[config.mk]
export PLATFORM = sky130hd
export DESIGN_NAME = rxb_pingpong_rx
export DESIGN_NICKNAME = d
export VERILOG_FILES = /design/src/rtl/rxb_pkg.sv /design/src/rtl/rxb_bank_state.sv /design/src/rtl/rxb_write_ctrl.sv /design/src/rtl/rxb_read_ctrl.sv /design/src/rtl/rxb_pingpong_rx.sv
export SDC_FILE = /design/constraint.sdc
export NUM_CORES = 1
export LEC_CHECK = 0
export ABC_AREA = 0
export BUFFER_PORTS_ARGS = -buffer_cell sky130_fd_sc_hd__buf_2
export CORE_ASPECT_RATIO = 2
export CORE_MARGIN = 2
export CORE_UTILIZATION = 40
export DETAILED_ROUTE_END_ITERATION = 6
export RECOVER_POWER = 100
export REMOVE_ABC_BUFFERS = 1
export SYNTH_ARGS = -nofsm -noshare
export SYNTH_HDL_FRONTEND = slang
export SYNTH_SLANG_ARGS = --single-unit
[constraint.sdc]
create_clock -name clk -period 3.3 [get_ports clk]
set_input_delay 0.165 -clock clk [delete_from_list [all_inputs] [get_ports clk]]
set_output_delay 0.165 -clock clk [all_outputs]
set_load 0.005 [all_outputs]
[src/rtl/rxb_pkg.sv]
package rxb_pkg;
  localparam int unsigned NBANK = 2;
  typedef logic bank_t;

  function automatic bank_t other_bank(bank_t b);
    return ~b;
  endfunction
endpackage

[src/rtl/rxb_bank_state.sv]
module rxb_bank_state
  import rxb_pkg::*;
#(
  parameter int unsigned DEPTH = 64,
  parameter int unsigned DW    = 8,
  localparam int unsigned AW   = $clog2(DEPTH),
  localparam int unsigned CW   = $clog2(DEPTH + 1)
) (
  input  logic                        clk,
  input  logic                        rst_n,
  input  logic                        wr_en,
  input  bank_t                       wr_bank,
  input  logic [AW-1:0]               wr_addr,
  input  logic [DW-1:0]               wr_data,
  input  logic                        set_en,
  input  bank_t                       set_bank,
  input  logic [CW-1:0]               set_cnt,
  input  logic                        clr_en,
  input  bank_t                       clr_bank,
  input  bank_t                       rd_bank,
  input  logic [AW-1:0]               rd_addr,
  output logic [NBANK-1:0]            full_o,
  output logic [NBANK-1:0][CW-1:0]    cnt_o,
  output logic [DW-1:0]               rd_data
);
  logic [DW-1:0] rdata [NBANK];

  for (genvar b = 0; b < NBANK; b++) begin : g_bank
    localparam bank_t ID = bank_t'(b);
    logic [DW-1:0] mem [DEPTH];
    logic          full_q, full_d;
    logic [CW-1:0] cnt_q, cnt_d;
    logic          hit_set, hit_clr, hit_wr;

    assign hit_set = set_en && (set_bank == ID);
    assign hit_clr = clr_en && (clr_bank == ID);
    assign hit_wr  = wr_en  && (wr_bank  == ID);

    // commit wins over a simultaneous release of the same bank
    always_comb begin
      full_d = full_q;
      cnt_d  = cnt_q;
      if (hit_clr) full_d = 1'b0;
      if (hit_set) begin
        full_d = 1'b1;
        cnt_d  = set_cnt;
      end
    end

    always_ff @(posedge clk or negedge rst_n) begin
      if (!rst_n) begin
        full_q <= 1'b0;
        cnt_q  <= '0;
      end else begin
        full_q <= full_d;
        if (hit_set) cnt_q <= cnt_d;
      end
    end

    always_ff @(posedge clk) begin
      if (hit_wr) mem[wr_addr] <= wr_data;
    end

    assign full_o[b] = full_q;
    assign cnt_o[b]  = cnt_q;
    assign rdata[b]  = mem[rd_addr];
  end

  assign rd_data = rdata[rd_bank];
endmodule

[src/rtl/rxb_write_ctrl.sv]
module rxb_write_ctrl
  import rxb_pkg::*;
#(
  parameter int unsigned DEPTH = 64,
  parameter int unsigned DW    = 8,
  localparam int unsigned AW   = $clog2(DEPTH),
  localparam int unsigned CW   = $clog2(DEPTH + 1)
) (
  input  logic             clk,
  input  logic             rst_n,
  input  logic             rx_valid,
  input  logic [DW-1:0]    rx_data,
  input  logic             rx_last,
  input  logic [NBANK-1:0] full_i,
  output logic             rx_nak,
  output logic             wr_en,
  output bank_t            wr_bank,
  output logic [AW-1:0]    wr_addr,
  output logic [DW-1:0]    wr_data,
  output logic             set_en,
  output bank_t            set_bank,
  output logic [CW-1:0]    set_cnt
);
  bank_t         fill_q, fill_d;
  logic [CW-1:0] ptr_q, ptr_d;
  logic          inpkt_q, inpkt_d;
  logic          drop_q, drop_d;
  logic          dropping, space;

  always_comb begin
    dropping = inpkt_q ? drop_q : full_i[fill_q];
    space    = ptr_q < CW'(DEPTH);
    wr_en    = rx_valid && !dropping && space;
    wr_bank  = fill_q;
    wr_addr  = ptr_q[AW-1:0];
    wr_data  = rx_data;
    set_en   = rx_valid && rx_last && !dropping;
    set_bank = fill_q;
    set_cnt  = space ? ptr_q + CW'(1) : ptr_q;
    rx_nak   = rx_valid && rx_last && dropping;

    fill_d  = fill_q;
    ptr_d   = ptr_q;
    inpkt_d = inpkt_q;
    drop_d  = drop_q;
    if (rx_valid) begin
      inpkt_d = !rx_last;
      drop_d  = rx_last ? 1'b0 : dropping;
      if (rx_last)    ptr_d = '0;
      else if (wr_en) ptr_d = ptr_q + CW'(1);
      if (set_en)     fill_d = other_bank(fill_q);
    end
  end

  always_ff @(posedge clk or negedge rst_n) begin
    if (!rst_n) begin
      fill_q  <= 1'b0;
      ptr_q   <= '0;
      inpkt_q <= 1'b0;
      drop_q  <= 1'b0;
    end else if (rx_valid) begin
      fill_q  <= fill_d;
      ptr_q   <= ptr_d;
      inpkt_q <= inpkt_d;
      drop_q  <= drop_d;
    end
  end
endmodule

[src/rtl/rxb_read_ctrl.sv]
module rxb_read_ctrl
  import rxb_pkg::*;
#(
  parameter int unsigned DEPTH = 64,
  localparam int unsigned AW   = $clog2(DEPTH),
  localparam int unsigned CW   = $clog2(DEPTH + 1)
) (
  input  logic                     clk,
  input  logic                     rst_n,
  input  logic                     dma_en,
  input  logic                     rd_en,
  input  logic                     rd_done,
  input  logic [NBANK-1:0]         full_i,
  input  logic [NBANK-1:0][CW-1:0] cnt_i,
  output bank_t                    rd_bank,
  output logic [AW-1:0]            rd_addr,
  output logic                     rd_valid,
  output logic                     clr_en,
  output bank_t                    clr_bank
);
  bank_t         sel_q, sel_d;
  logic [CW-1:0] ptr_q, ptr_d, ptr_inc, cur_cnt;
  logic          cur_full, avail, take, drained, release_now;

  always_comb begin
    cur_full    = full_i[sel_q];
    cur_cnt     = cnt_i[sel_q];
    avail       = cur_full && (ptr_q < cur_cnt);
    take        = rd_en && avail;
    ptr_inc     = ptr_q + CW'(1);
    drained     = take && (ptr_inc == cur_cnt);
    release_now = dma_en ? (drained || rd_done) : (rd_done && cur_full);

    sel_d = sel_q;
    ptr_d = ptr_q;
    if (release_now) begin
      sel_d = other_bank(sel_q);
      ptr_d = '0;
    end else if (take) begin
      ptr_d = ptr_inc;
    end
  end

  assign rd_bank  = sel_q;
  assign rd_addr  = ptr_q[AW-1:0];
  assign rd_valid = avail;
  assign clr_en   = release_now;
  assign clr_bank = sel_q;

  always_ff @(posedge clk or negedge rst_n) begin
    if (!rst_n) begin
      sel_q <= 1'b0;
      ptr_q <= '0;
    end else if (release_now || take) begin
      sel_q <= sel_d;
      ptr_q <= ptr_d;
    end
  end
endmodule

[src/rtl/rxb_pingpong_rx.sv]
module rxb_pingpong_rx
  import rxb_pkg::*;
#(
  parameter int unsigned DEPTH = 64,
  parameter int unsigned DW    = 8
) (
  input  logic          clk,
  input  logic          rst_n,
  input  logic          rx_valid,
  input  logic [DW-1:0] rx_data,
  input  logic          rx_last,
  output logic          rx_nak,
  input  logic          dma_en,
  input  logic          req_sel,
  input  logic          rd_en,
  output logic [DW-1:0] rd_data,
  output logic          rd_valid,
  input  logic          rd_done,
  output logic          dreq0_n,
  output logic          dreq1_n
);
  localparam int unsigned AW = $clog2(DEPTH);
  localparam int unsigned CW = $clog2(DEPTH + 1);

  logic [1:0]               rst_sync;
  logic                     rst_ni;
  logic                     wr_en, set_en, clr_en;
  bank_t                    wr_bank, set_bank, clr_bank, rd_bank;
  logic [AW-1:0]            wr_addr, rd_addr;
  logic [DW-1:0]            wr_data;
  logic [CW-1:0]            set_cnt;
  logic [NBANK-1:0]         full;
  logic [NBANK-1:0][CW-1:0] cnt;
  logic                     req_n;

  always_ff @(posedge clk or negedge rst_n) begin
    if (!rst_n) rst_sync <= 2'b00;
    else        rst_sync <= {rst_sync[0], 1'b1};
  end
  assign rst_ni = rst_sync[1];

  rxb_write_ctrl #(.DEPTH(DEPTH), .DW(DW)) u_wr (
    .clk, .rst_n(rst_ni), .rx_valid, .rx_data, .rx_last, .full_i(full),
    .rx_nak, .wr_en, .wr_bank, .wr_addr, .wr_data,
    .set_en, .set_bank, .set_cnt
  );

  rxb_bank_state #(.DEPTH(DEPTH), .DW(DW)) u_bank (
    .clk, .rst_n(rst_ni), .wr_en, .wr_bank, .wr_addr, .wr_data,
    .set_en, .set_bank, .set_cnt, .clr_en, .clr_bank,
    .rd_bank, .rd_addr, .full_o(full), .cnt_o(cnt), .rd_data
  );

  rxb_read_ctrl #(.DEPTH(DEPTH)) u_rd (
    .clk, .rst_n(rst_ni), .dma_en, .rd_en, .rd_done,
    .full_i(full), .cnt_i(cnt), .rd_bank, .rd_addr, .rd_valid,
    .clr_en, .clr_bank
  );

  assign req_n   = !(dma_en && (|full));
  assign dreq0_n = req_sel ? 1'b1  : req_n;
  assign dreq1_n = req_sel ? req_n : 1'b1;
endmodule

==> key figures <==
STA
  – Setup violations, final: 8
  – Final Hold Viols: 0
  – Slew Limit Fails: 457
  – Setup ws final: -200 ps
  – Setup_tns: -1260 ps
  – Tmin final: 3500 ps
  – Unrepaired setup endpoints after global routing: true
  – Slew margin rel.: -1.31
  – Fmax: 0.286 GHz
  – Clock skew: 33.7 ps
  – Worst Tran Pin Value: 3460 ps
  – Tcrit/Tclk final: 1.06

Clock network
  – Clock sink count: 1060
  – Clk_lat worst skew: 680 ps
  – Root Driver: clkbuf_16
  – CTS Buf Count: 88
  – Max clock buf depth: 3
  – CTS tree: built
  – H-tree depth: 3
  – Worst-path clk slew: 70 ps

Synth
  – Synth warn: 0
  – Syn Inst Count: 1999
  – Top-count cell post-synth: edfxtp_1
  – Synthesized area: 41500 µm²
  – Post-synthesis cell type count: 49
  – Seq cells post-synth: 1060
  – Number of synthesized flops with an enable pin: 1024
  – Syn Area/Cell: 20.8 µm²
  – Post-synth top cells: edfxtp_1, mux4_2, nor2_1
  – Share of the synthesized area in the top cell type: 0.741
  – Post-synth top area cell: edfxtp_1
  – Top FF cell, synth: edfxtp_1
  – Top post-synthesis cells by area: edfxtp_1, mux4_2, dfrtp_1, mux2i_1, nor2_1
  – Sequential area share after synthesis: 0.763
  – Ys async rst share: 0.0340

Floorplan
  – Die width: 232 µm
  – Die area: 106000 µm²
  – Core outline area: 103000 µm²
  – # IOs: 28
  – Die height: 460 µm
  – Initial Utilization: 0.402
  – Row cnt: 167

GRT
  – Largest net degree at the start of global routing: 105
  – Vias in the first global route: 22.4k
  – Overflow after GRT: 0
  – Initial antenna violation count: 3
  – Global-route wire length before repair: 154000 µm
  – Global router's overall resource usage: 0.204

Worst setup path
  – Crit Path Class: reg -> out
  – Worst r2r path cells: 8
  – Worst R2R Start: u_rd.clr_bank$_DFFE_PN0P_
  – Crit-path leading delay family: buffers and inverters
  – Worst Path Max Fanout: 17
  – Worst path cell trace: buf_16, buf_4, buf_12, mux4_2, mux2i_1, nand2_1, o211ai_1, nand4_1, buf_2
  – R2R Setup Slk: 30 ps
  – CP bufs+invs: 4
  – CP arrival: 3330 ps
  – CP Data Required Time: 3130 ps
  – CP max-delay cell: mux4_2
  – Worst Setup Start Kind: flip-flop
  – R2r endpoint: u_rd.ptr_q[0]$_DFFE_PN0P_
  – Worst stage delay on the critical path: 520 ps
  – CP endpoint kind: primary output

Detailed routing
  – DRC Markers: 0
  – Total number of vias: 20.7k
  – DRT Pass-1 Iters: 6
  – Detailed-route wire length per cell: 28.8 µm
  – Met1 WL: 35900 µm
  – Met3 wire len: 4580 µm
  – Wire length on met2: 60000 µm
  – Initial DRC Count: 1799
  – WL final: 107000 µm
  – Post-DRT Antenna Nets: 0
  – DR vias/cell: 5.59
  – Top routing layer used: met5

Min path
  – Hold Crit Depth: 5
  – HP Start: rd_en
  – HP Class: in -> reg
  – Worst hold endpoint: u_rd.ptr_q[1]$_DFFE_PN0P_

Outcome
  – Status: complete, but fails checks
  – Failing checks: capacitance limit, slew limit, setup timing

Power
  – Worst vdd ir: 0.439 mV
  – Pleak: 0.0147 µW
  – Power Density: 709 nW/µm²

Final layout
  – Final Non-Filler Cells: 3711
  – Final #Nets: 2310
  – Layout cells sized above 1: 0.283
  – Area growth from synthesis to layout: 15.9%

Flow run
  – Max-capacitance violation count: 7

Placed design
  – GPL Wtd Cong: 0.853
  – DP Cell Count: 3518
  – HPWL Detailed: 70400 µm
  – PortBufs: 27
[flip-flops by register name (all words and copies together) (netlist names)]
register	count
u_wr.set_bank	1
u_bank.g_bank.mem	1024
u_wr.inpkt_q	1
rst_sync	2
u_rd.clr_bank	1
u_bank.g_bank.full_q	2
u_bank.g_bank.cnt_q	14
u_wr.ptr_q	7
u_rd.ptr_q	7
u_wr.drop_q	1
[what timing repair did]
item / CTS / global route
pin swaps: 20 / 14
endpoints found under the setup margin: 8 / 8
gates cloned: 4 / 0
hold buffers: 7 / 0
hold endpoints to repair: 40 / 0
resized for setup: 69 / 19
setup buffers: 15 / 5
[through the flow]
step / cell area [µm²] / power [µW] / setup slack [ps] / hold slack, ps / utilization
5_1_grt: 48100 / 35200 / -290 / 78.7 / 0.466
3_5_place_dp: 44900 / 22900 / 203 / -46.3 / 0.435
6_report: 48100 / 34100 / -200 / 53.6 / 0.466
3_3_place_gp: 44900 / 22800 / 192 / -48.1 / 0.435
2_1_floorplan: 40900 / 19500 / -8330 / -131 / -
4_1_cts: 48500 / 34400 / -224 / 0.446 / 0.470
[metal layers]
layer,global-route usage,vias up
met3,0.0280,192
li1,-,8811
met4,0.113,2
met2,0.386,645
met5,0,-
met1,0.214,11100
[worst max path at each step]
stage | startpoint | endpoint | slack (ps) | cells after the start
finish | u_rd.ptr_q[0]$_DFFE_PN0P_ | rd_data[3] | -200 | 9
global route | u_rd.ptr_q[0]$_DFFE_PN0P_ | rd_data[6] | -290 | 10
CTS | u_rd.ptr_q[0]$_DFFE_PN0P_ | rd_data[6] | -220 | 9
detailed placement | u_rd.clr_bank$_DFFE_PN0P_ | u_rd.ptr_q[0]$_DFFE_PN0P_ | 200 | 8
global placement | u_rd.clr_bank$_DFFE_PN0P_ | u_rd.ptr_q[0]$_DFFE_PN0P_ | 190 | 8
floorplan | u_rd.ptr_q[0]$_DFFE_PN0P_ | u_rd.ptr_q[0]$_DFFE_PN0P_ | -8330 | 7
[placed cells by master (no fill, tap or decap), types with 16 or more instances in the layout]
cell	count
clkbuf_16	91
clkinv_2	16
buf_12	21
clkbuf_1	85
mux4_2	256
clkbuf_2	82
nand2_1	67
xnor2_1	16
o21ai_0	32
mux2i_1	64
buf_4	78
nor2_1	161
edfxtp_1	1024
buf_2	18
o22ai_1	24
clkinv_1	20
o211ai_1	36
dfrtp_1	32
[kinds of logic after synthesis]
family	after synthesis	synth area share
flops	1060	0.763
mux	332	0.158
simple gates	287	0.0298
compound gates	166	0.0265
buf+inv	119	0.0151
xor+xnor	24	0.00507
fa+ha+maj	10	0.00302
other cells	1	0.0000904
[worst min-delay path, stage by stage]
cell and delay [ps]:
buf_2 100, o2111ai_1 170, nor2_2 110, nand2_1 80
a21oi_1 50
[report_power, final]
group	switching (µW)	internal [µW]
sequential	194	15000
clock	4750	6160
combinational	4230	3780
[cell type report]
cell class / instances / area [µm²]
inverters: 6 / 22.5
clock buffers: 102 / 2320
diodes: 2 / 5.00
well taps: 1352 / 1690
fillers: 8687 / 55100
repair buffers: 308 / 2320
clock inverters: 61 / 671
flip-flops and latches: 1060 / 31700
multi-input cells: 820 / 9400
(Power assumes the default switching activity.)
